<file path="src/rtl/rail_seq_pkg.sv">
package rail_seq_pkg;

    typedef enum logic [2:0] {
        ST_IDLE   = 3'd0,
        ST_ONDLY  = 3'd1,
        ST_RISE   = 3'd2,
        ST_REG    = 3'd3,
        ST_OFFDLY = 3'd4,
        ST_FALL   = 3'd5
    } seq_state_e;

endpackage

</file>
<file path="src/rtl/rail_seq_div.sv">
// Combinational restoring divider: one compare/subtract stage per numerator bit.
module rail_seq_div #(
    parameter int NUM_W = 12,
    parameter int DEN_W = 16
) (
    input  logic [NUM_W-1:0] num,
    input  logic [DEN_W-1:0] den,
    output logic [NUM_W-1:0] quo,
    output logic [DEN_W-1:0] rem
);

    logic [NUM_W:0][DEN_W-1:0] part;
    logic [NUM_W-1:0]          qbit;

    assign part[NUM_W] = '0;

    for (genvar i = NUM_W - 1; i >= 0; i--) begin : g_stage
        logic [DEN_W:0] trial;
        logic           ge;
        assign trial   = {part[i+1], num[i]};
        assign ge      = trial >= {1'b0, den};
        assign qbit[i] = ge;
        assign part[i] = ge ? DEN_W'(trial - {1'b0, den}) : trial[DEN_W-1:0];
    end

    assign quo = (den == '0) ? '0 : qbit;
    assign rem = (den == '0) ? '0 : part[0];

endmodule

</file>
<file path="src/rtl/rail_seq_step.sv">
// One ramp step: integer quotient plus a carry from the fractional accumulator.
module rail_seq_step #(
    parameter int CODE_W = 12,
    parameter int TIME_W = 16
) (
    input  logic              dir_up,
    input  logic [CODE_W-1:0] value,
    input  logic [TIME_W-1:0] acc,
    input  logic [CODE_W-1:0] quo,
    input  logic [TIME_W-1:0] rem,
    input  logic [TIME_W-1:0] den,
    output logic [CODE_W-1:0] value_nx,
    output logic [TIME_W-1:0] acc_nx
);

    logic [TIME_W:0]   acc_sum;
    logic              carry;
    logic [CODE_W-1:0] step_amt;

    always_comb begin
        acc_sum  = {1'b0, acc} + {1'b0, rem};
        carry    = acc_sum >= {1'b0, den};
        acc_nx   = carry ? TIME_W'(acc_sum - {1'b0, den}) : TIME_W'(acc_sum);
        step_amt = quo + CODE_W'(carry);
        value_nx = dir_up ? (value + step_amt) : (value - step_amt);
    end

endmodule

</file>
<file path="src/rtl/rail_seq.sv">
module rail_seq
    import rail_seq_pkg::*;
#(
    parameter int CODE_W = 12,
    parameter int TIME_W = 16
) (
    input  logic              clk,
    input  logic              rst_n,
    input  logic              en,
    input  logic [TIME_W-1:0] on_delay,
    input  logic [TIME_W-1:0] off_delay,
    input  logic [TIME_W-1:0] rise_time,
    input  logic [TIME_W-1:0] fall_time,
    input  logic [CODE_W-1:0] target,
    input  logic              track_en,
    input  logic [CODE_W-1:0] track_ref,
    output logic [CODE_W-1:0] setpoint,
    output logic              ramp_mode,
    output logic              pgood
);

    localparam logic [TIME_W-1:0] ONE_TICK = TIME_W'(1);

    typedef struct packed {
        seq_state_e        state;
        logic [TIME_W-1:0] cnt;
        logic [CODE_W-1:0] ramp;
        logic [TIME_W-1:0] acc;
        logic [CODE_W-1:0] quo;
        logic [TIME_W-1:0] rem;
        logic [TIME_W-1:0] den;
        logic [CODE_W-1:0] sp;
        logic              mode;
        logic              pg;
    } seq_regs_t;

    localparam seq_regs_t RESET_VAL = '0;

    seq_regs_t r_d, r_q;

    // shared divider: slope for a rise (target / rise_time) or a fall (ramp / fall_time)
    logic [CODE_W-1:0] div_num_d;
    logic [TIME_W-1:0] div_den_d;
    logic [CODE_W-1:0] div_quo;
    logic [TIME_W-1:0] div_rem;

    assign div_num_d = (r_q.state == ST_ONDLY) ? target    : r_q.ramp;
    assign div_den_d = (r_q.state == ST_ONDLY) ? rise_time : fall_time;

    rail_seq_div #(
        .NUM_W (CODE_W),
        .DEN_W (TIME_W)
    ) u_div (
        .num (div_num_d),
        .den (div_den_d),
        .quo (div_quo),
        .rem (div_rem)
    );

    logic [CODE_W-1:0] step_val_d;
    logic [TIME_W-1:0] step_acc_d;

    rail_seq_step #(
        .CODE_W (CODE_W),
        .TIME_W (TIME_W)
    ) u_step (
        .dir_up   (r_q.state == ST_RISE),
        .value    (r_q.ramp),
        .acc      (r_q.acc),
        .quo      (r_q.quo),
        .rem      (r_q.rem),
        .den      (r_q.den),
        .value_nx (step_val_d),
        .acc_nx   (step_acc_d)
    );

    logic [CODE_W-1:0] track_lim_d;
    assign track_lim_d = (track_ref < target) ? track_ref : target;

    always_comb begin
        r_d = r_q;
        unique case (r_q.state)
            ST_IDLE: begin
                r_d.ramp = '0;
                r_d.acc  = '0;
                if (en) begin
                    r_d.state = ST_ONDLY;
                    r_d.cnt   = on_delay;
                end
            end
            ST_ONDLY: begin
                if (!en) begin
                    r_d.state = ST_IDLE;
                end else if (r_q.cnt == '0) begin
                    r_d.state = ST_RISE;
                    r_d.cnt   = rise_time;
                    r_d.den   = rise_time;
                    r_d.quo   = div_quo;
                    r_d.rem   = div_rem;
                    r_d.acc   = '0;
                    r_d.ramp  = '0;
                end else begin
                    r_d.cnt = r_q.cnt - ONE_TICK;
                end
            end
            ST_RISE: begin
                if (!en) begin
                    // abort: fall from the value reached so far
                    r_d.state = ST_FALL;
                    r_d.cnt   = fall_time;
                    r_d.den   = fall_time;
                    r_d.quo   = div_quo;
                    r_d.rem   = div_rem;
                    r_d.acc   = '0;
                end else if (r_q.cnt <= ONE_TICK) begin
                    r_d.state = ST_REG;
                    r_d.ramp  = target;
                end else begin
                    r_d.ramp = step_val_d;
                    r_d.acc  = step_acc_d;
                    r_d.cnt  = r_q.cnt - ONE_TICK;
                end
            end
            ST_REG: begin
                r_d.ramp = target;
                if (!en) begin
                    r_d.state = ST_OFFDLY;
                    r_d.cnt   = off_delay;
                end
            end
            ST_OFFDLY: begin
                if (en) begin
                    r_d.state = ST_REG;
                    r_d.ramp  = target;
                end else if (r_q.cnt == '0) begin
                    r_d.state = ST_FALL;
                    r_d.cnt   = fall_time;
                    r_d.den   = fall_time;
                    r_d.quo   = div_quo;
                    r_d.rem   = div_rem;
                    r_d.acc   = '0;
                end else begin
                    r_d.cnt = r_q.cnt - ONE_TICK;
                end
            end
            ST_FALL: begin
                if (r_q.cnt <= ONE_TICK) begin
                    r_d.state = ST_IDLE;
                    r_d.ramp  = '0;
                end else begin
                    r_d.ramp = step_val_d;
                    r_d.acc  = step_acc_d;
                    r_d.cnt  = r_q.cnt - ONE_TICK;
                end
            end
            default: begin
                r_d = RESET_VAL;
            end
        endcase

        // registered outputs follow the next state
        if (r_d.state == ST_IDLE || r_d.state == ST_ONDLY) begin
            r_d.sp = '0;
        end else if (track_en) begin
            r_d.sp = track_lim_d;
        end else begin
            r_d.sp = r_d.ramp;
        end
        r_d.mode = (r_d.state == ST_RISE) || (r_d.state == ST_FALL);
        r_d.pg   = (r_d.state == ST_REG);
    end

    always_ff @(posedge clk or negedge rst_n) begin
        if (!rst_n) begin
            r_q <= RESET_VAL;
        end else begin
            r_q <= r_d;
        end
    end

    assign setpoint  = r_q.sp;
    assign ramp_mode = r_q.mode;
    assign pgood     = r_q.pg;

endmodule

</file>
<file path="config.mk">
export PLATFORM = sky130hd
export DESIGN_NAME = rail_seq
export DESIGN_NICKNAME = d
export VERILOG_FILES = /design/src/rtl/rail_seq_pkg.sv /design/src/rtl/rail_seq_div.sv /design/src/rtl/rail_seq_step.sv /design/src/rtl/rail_seq.sv
export SDC_FILE = /design/constraint.sdc
export NUM_CORES = 1
export LEC_CHECK = 0
export BUFFER_PORTS_ARGS = -buffer_cell sky130_fd_sc_hd__buf_2
export CAP_MARGIN = 20
export CORE_UTILIZATION = 65
export CTS_BUF_LIST = sky130_fd_sc_hd__clkbuf_2 sky130_fd_sc_hd__clkbuf_4 sky130_fd_sc_hd__clkbuf_8
export CTS_CLUSTER_SIZE = 8
export DETAILED_ROUTE_END_ITERATION = 12
export GPL_ROUTABILITY_DRIVEN = 0
export PLACE_DENSITY = 0.84
export SLEW_MARGIN = 20
export SYNTH_ARGS = -nofsm -noshare
export SYNTH_HDL_FRONTEND = slang
export SYNTH_SLANG_ARGS = --single-unit
</file>
<file path="constraint.sdc">
create_clock -name clk -period 49.1 [get_ports clk]
set_clock_uncertainty 0.1 [all_clocks]
set_input_delay 7.365 -clock clk [delete_from_list [all_inputs] [get_ports clk]]
set_output_delay 7.365 -clock clk [all_outputs]
set_load 0.005 [all_outputs]
</file>
# == Word level (Yosys, flattened, before mapping) ==
# Cells that the tools add are included.
# word_totals
memories,0
regBits,105
out_inout_bits,14
ram_bits,0
latch_bits,0
rom_bits,0
word_cells,119
# op_classes
n_shift,0
n_reduce_logical,10
add_sub_neg,18
bitwise,2
magnitude_cmp,15
eq_ne,16
n_div,0
mux,48
mul,0
# ops
operator,count
$mux W16,21
$ge A17 B16 Y1,12
$sub A16 B16 Y16,12
$pmux W31 S6,1
$pmux W44 S4,1
$mux W12,10
$mux W60,2
$mux W88,1
$pmux W16 S5,1
$mux W72,1
$mux W19,3
$mux W44,1
$logic_not A16 Y1,2
$mux W3,6
$add A16 B16 Y17,1
$ge A1 B16 Y1,1
$le A16 B1 Y1 const B,1
$sub A1 B16 Y16,1
$sub A16 B1 Y16 const B,1
$add A12 B1 Y12,1
$add A12 B12 Y12,1
$eq A3 B2 Y1 const B,4
$lt A12 B12 Y1,1
$ne A2 B2 Y1 const B,6
11 further kinds,17

# == Depth between registers and ports, before layout ==
# depth
word_depth,33
mapped_depth,179
mapped_depth_nobuf,166

# == Cells and area by module ==
# From an unflattened synthesis, not the netlist that was laid out.
# unflattened
cells_unflattened,2614
hier_area_um2,20414.6
# by_module_without_submodules
module,instances,cells_each,area_each_um2
rail_seq_div,1,1512,10961.8
rail_seq,1,747,6749.0
rail_seq_step,1,355,2703.8

# == Worst setup path after synthesis ==
# OpenSTA, ideal clock, no wires.
# synth_timing
path_type,input-to-reg
from,in rise_time[0]
to,reg r_q[34] in the netlist's numbering
stages,174
required_ns,48.866
setup_slack_ns,8.617
arrival_ns,40.250
setup_ns,0.134
path_cell_list,mux2i_1 inv_1 ha_1 inv_1 ha_1 nand3b_1 or2_2 clkbuf_1 inv_1 ha_1 clkbuf_1 and3_1 clkbuf_1 nand4_1 o21ba_1 or3_1 buf_4 nor2_2 (+138 left out) a21oi_1 o21ai_0 a21oi_1 o21ai_0 a21boi_0 o21ai_0 a21oi_1 o21ai_0 a21boi_0 o21ai_0 a21oi_1 o21a_1 a21o_1 a21oi_1 nand4_1 clkbuf_1 a32oi_1 o31ai_1
# synth_via
elab_chain_cells,29
elab_cells_between_ends,45
classes_between,12 x add/sub; 12 x order compare; 20 x mux; 1 x reduce/logical
# synth_rtl
element,line_no,rtl
"start, declared",rail_seq.sv:12,"input logic [TIME_W-1:0] rise_time,"
$mux W16 *,rail_seq.sv:48,assign div_den_d = (r_q.state == ST_ONDLY) ? rise_time : fall_time;
$sub A1 B16 Y16 or $ge A1 B16 Y1 (tied branches),"rail_seq_div.sv:23, rail_seq_div.sv:21",
$mux W16,rail_seq_div.sv:23,"assign part[i] = ge ? DEN_W'(trial - {1'b0, den}) : trial[DEN_W-1:0];"
$sub A16 B16 Y16 or $ge A17 B16 Y1 (tied branches),"rail_seq_div.sv:23, rail_seq_div.sv:21",
$mux W16,rail_seq_div.sv:23,
$sub A16 B16 Y16 or $ge A17 B16 Y1 (tied branches),"rail_seq_div.sv:23, rail_seq_div.sv:21",
$mux W16,rail_seq_div.sv:23,
$sub A16 B16 Y16 or $ge A17 B16 Y1 (tied branches),"rail_seq_div.sv:23, rail_seq_div.sv:21",
(+13 left out),n/a,
$ge A17 B16 Y1 or $sub A16 B16 Y16 (tied branches),"rail_seq_div.sv:21, rail_seq_div.sv:23",
$mux W16,rail_seq_div.sv:23,
$sub A16 B16 Y16 or $ge A17 B16 Y1 (tied branches),"rail_seq_div.sv:23, rail_seq_div.sv:21",
$mux W16,rail_seq_div.sv:23,
$mux W16 *,rail_seq_div.sv:27,assign rem = (den == '0) ? '0 : part[0];
$mux W60 or $mux W72 (tied branches),"rail_seq.sv:135, rail_seq.sv:94",
$mux W60 or $mux W88 (tied branches),"rail_seq.sv:132, rail_seq.sv:92",
$pmux W44 S4 *,rail_seq.sv:82,unique case (r_q.state)
"end signal, assigned",rail_seq.sv:177,r_q <= r_d;
"end, declared",rail_seq.sv:39,"seq_regs_t r_d, r_q;"
# Mark *: on every way between the ends. The rest lies on a longest branch, timed or not. The select of a mux whose other input is x is not followed.
# A chain may end at the register's enable or synchronous reset.

# == Worst setup path in the final report ==
# layout_timing
from,in rise_time[0]
to,reg r_q[33] in the netlist's numbering
# The elaborated chain is that of the path after synthesis.

==> qor.yml <==
drt:
  drt-initial-drc-count: 2422
  route.detailed.drc: 0
  vias_per_cell: 6.87
  wire_per_inst_um: 20.1
  dr_total_vias: 19600
  first_pass_iters: 8
  ant_nets: 0
  wirelength_um: 57500
setup_path:
  worst_setup_path_end_kind: "flop"
  cpPeakStageDelay_ns: 0.60
  cp_common_cell: "o21ai_0"
  cpMaxStageDelayCell: "or3_1"
  cp_top_family: "compound AO/OA/AOI/OAI gates"
  critical_path_class: "in -> reg"
  start_kind: "input pin"
  critPathRequiredTime_ns: 49.28
  crit_buf_inv: 11
  crit_path_max_fanout: 27
  cp.arrival_ns: 46.26
timing:
  finalSetupViolations: 0
  final_hold_viol_count: 0
  fin_setup_tns_ns: 0
  worst_pin_slew_ns: 1.01
  layout_setup_ws_ns: 3.02
  slew_viol_final: 0
  period_share_pct: 93.8
  fmax_mhz: 21.7
  slew_headroom_pct: 32.6
  rsz0062_at_grt: "no"
  layout_min_cycle_time_ns: 46.08
run:
  drv_cap: 0
pwr:
  p_leak_nw: 9.82
  ir_worst_vdd_mv: 0.0403
  p_per_area_nw_per_um2: 64.7
layout:
  final_util_pct: 70.4
  layout.nets: 2819
  area_growth_pct: 5.76
  fillCellCount: 2298
  n_antenna_cell: 0
  layout-drive-gt1-share_pct: 10.8
  fin_area_um2: 19700
grt:
  grt_max_degree: 66
  grt_pass1_wl_um: 91500
  gr-total-overflow: 0
  first_global_vias: 18500
  global_route.usage.total_pct: 38.9
  antenna_found_initial: 0
logic_synthesis:
  synth.avg_cell_area_um2: 7.69
  synth_edf_count: 0
  ys_seq_area_share_pct: 14.1
  synthFlopType: "dfrtp_1"
  synth_cells: 2418
  netlist_area_um2: 18600
  yosys_warnings: 0
  synth_fp_nets: 2760
  async_flop_share_pct: 100
  post_synth_num_cell_types: 97
  synth_seq_cells: 105
placement:
  dpl-instance-area_um2: 19400
  dpl_worst_slack_ns: 2.87
  port_buffers: 105
  dpl.hpwl_um: 44400
status:
  status: "finished, final reports clean"
cts:
  cts_made_buffers: 9
  htree_num_levels: 3
  clock-sinks: 105
  hold_buffers: 0
  clk_pin_slew_worst_paths_ns: 0.10
  cts-root-buf: "clkbuf_8"
  cts.path.max_buffers: 2
  tritoncts: "yes"
  clk_latency_ns: 0.40
die:
  core_area_um2: 27900
  die_width_um: 171
  dieArea_um2: 29300
  die_h_um: 171
  rows: 61
  initial_utilization_pct: 66.5
  ios: 106
worst_hold_path:
  hold_path.class: "reg -> reg"
area by class of cell:
type / instances / area (um^2) / share of cell area, %
Multi-Input combinational cell: 2047 / 14900 / 75.9
Sequential cell: 105 / 2630 / 13.4
Timing Repair Buffer: 133 / 738 / 3.76
Inverter: 181 / 679 / 3.46
Tap cell: 378 / 473 / 2.41
Clock buffer: 10 / 138 / 0.700
Clock inverter: 6 / 75.1 / 0.382
worst register-to-register path: cells and delay by family (launching register included):
family | cells | cell delay, ns
AOI/OAI and AO/OA | 99 | 22.49
and+or+nand+nor | 32 | 7.91
muxes | 11 | 4.00
adders and majority gates | 13 | 3.33
buffers and inverters | 11 | 1.64
DFF | 1 | 0.71
final timing paths:
path	startpoint	endpoint	slack [ns]	depth (start not counted)
worst max register to register	r_q[102]	r_q[33]	8.77	166
worst max-delay path	rise_time[0]	r_q[33]	3.02	165
worst min register to register	r_q[72]	r_q[72]	0.40	2
worst min-delay path	r_q[72]	r_q[72]	0.40	2
min in group asynchronous	rst_n	setpoint[11]	6.83	1
max in group asynchronous	rst_n	r_q[35]	40.81	2
synthesized netlist by cell type, drive strengths merged, types with 19 or more instances:
| cell type | number | share of area, % |
|---|---|---|
| and3 | 23 | 0.77 |
| nor2 | 208 | 4.3 |
| o21a | 36 | 1.5 |
| a21boi | 40 | 1.6 |
| o31ai | 24 | 1.0 |
| mux2 | 69 | 4.2 |
| a31oi | 19 | 0.67 |
| or3 | 19 | 0.64 |
| o21ai | 201 | 5.5 |
| nand2 | 181 | 3.7 |
| a211oi | 26 | 1.1 |
| xnor2 | 104 | 4.9 |
| nand2b | 25 | 0.84 |
| nand4 | 41 | 1.4 |
| nor3 | 69 | 1.9 |
| ha | 236 | 16 |
| nor2b | 42 | 1.4 |
| inv | 181 | 3.7 |
| a21o | 56 | 2.3 |
| a221oi | 27 | 1.3 |
| buf | 26 | 1.0 |
| xor2 | 53 | 2.5 |
| nand3 | 32 | 0.86 |
| mux2i | 85 | 4.6 |
| a21oi | 183 | 5.0 |
| clkbuf | 59 | 1.2 |
| dfrtp | 105 | 14 |
state kept, by name (all words and copies together), names as in the netlist:
signal and cells:
pgood 1, r_q 91, ramp_mode 1, setpoint 12
cells in the final DEF, fill, tap and decap left out, drive strengths merged, types with 16 or more instances in the layout:
cell	n
a32oi	16
xor2	53
o21bai	17
nor2	208
inv	183
and3	23
nor4	17
a221oi	27
o21ai	201
mux2	69
dfrtp	105
a21o	56
a21oi	183
a211oi	26
nand2	181
ha	236
nor2b	42
nand2b	25
or3	19
nand3	32
nand4	41
nor3	69
xnor2	104
a31oi	19
o31ai	24
mux2i	85
a21boi	40
buf	133
o21a	36
what timing repair did:
item	in CTS	in global routing
endpoints found under the hold margin	0	0
gates resized for setup	0	3
setup endpoints to repair	0	17
setup buffers	0	1
logic make-up after synthesis:
kind of cell	count (synthesis)	share of synthesized area, %
AOI/OAI and AO/OA	777	27.8
muxes	154	8.89
adders and majority gates	250	17.4
DFF	105	14.1
and+or+nand+nor	709	18.5
xor gates and xnor gates	157	7.40
buffers and inverters	266	5.87
routing by layer:
layer | global-route usage (%) | routed length, um | vias to the layer above
li1 | - | - | 9070
met1 | 47.3 | 22600 | 9171
met2 | 64.7 | 26000 | 1145
met3 | 7.36 | 5850 | 260
met4 | 21.4 | 3120 | 0
met5 | 0 | 0 | -
power by group:
part | leakage, nW | switching, mW | internal, mW
combinational | 8.30 | 0.665 | 0.421
sequential | 1.42 | 0.0198 | 0.107
clock | 0.105 | 0.0332 | 0.0257
total | 9.82 | 0.718 | 0.554
metrics by stage:
| step | hold WS, ns | power (mW) | std cells |
|---|---|---|---|
| final | 0.401 | 1.27 | 2860 |
| after global routing | 0.427 | 1.38 | 2860 |
| after CTS | 0.404 | 1.23 | 2859 |
| after detailed placement | 0.380 | 1.17 | 2843 |
| after global placement | 0.368 | 1.13 | 2843 |
| after floorplan | 0.354 | 0.924 | 2418 |
Note: power is estimated with default switching activity, not from simulation.
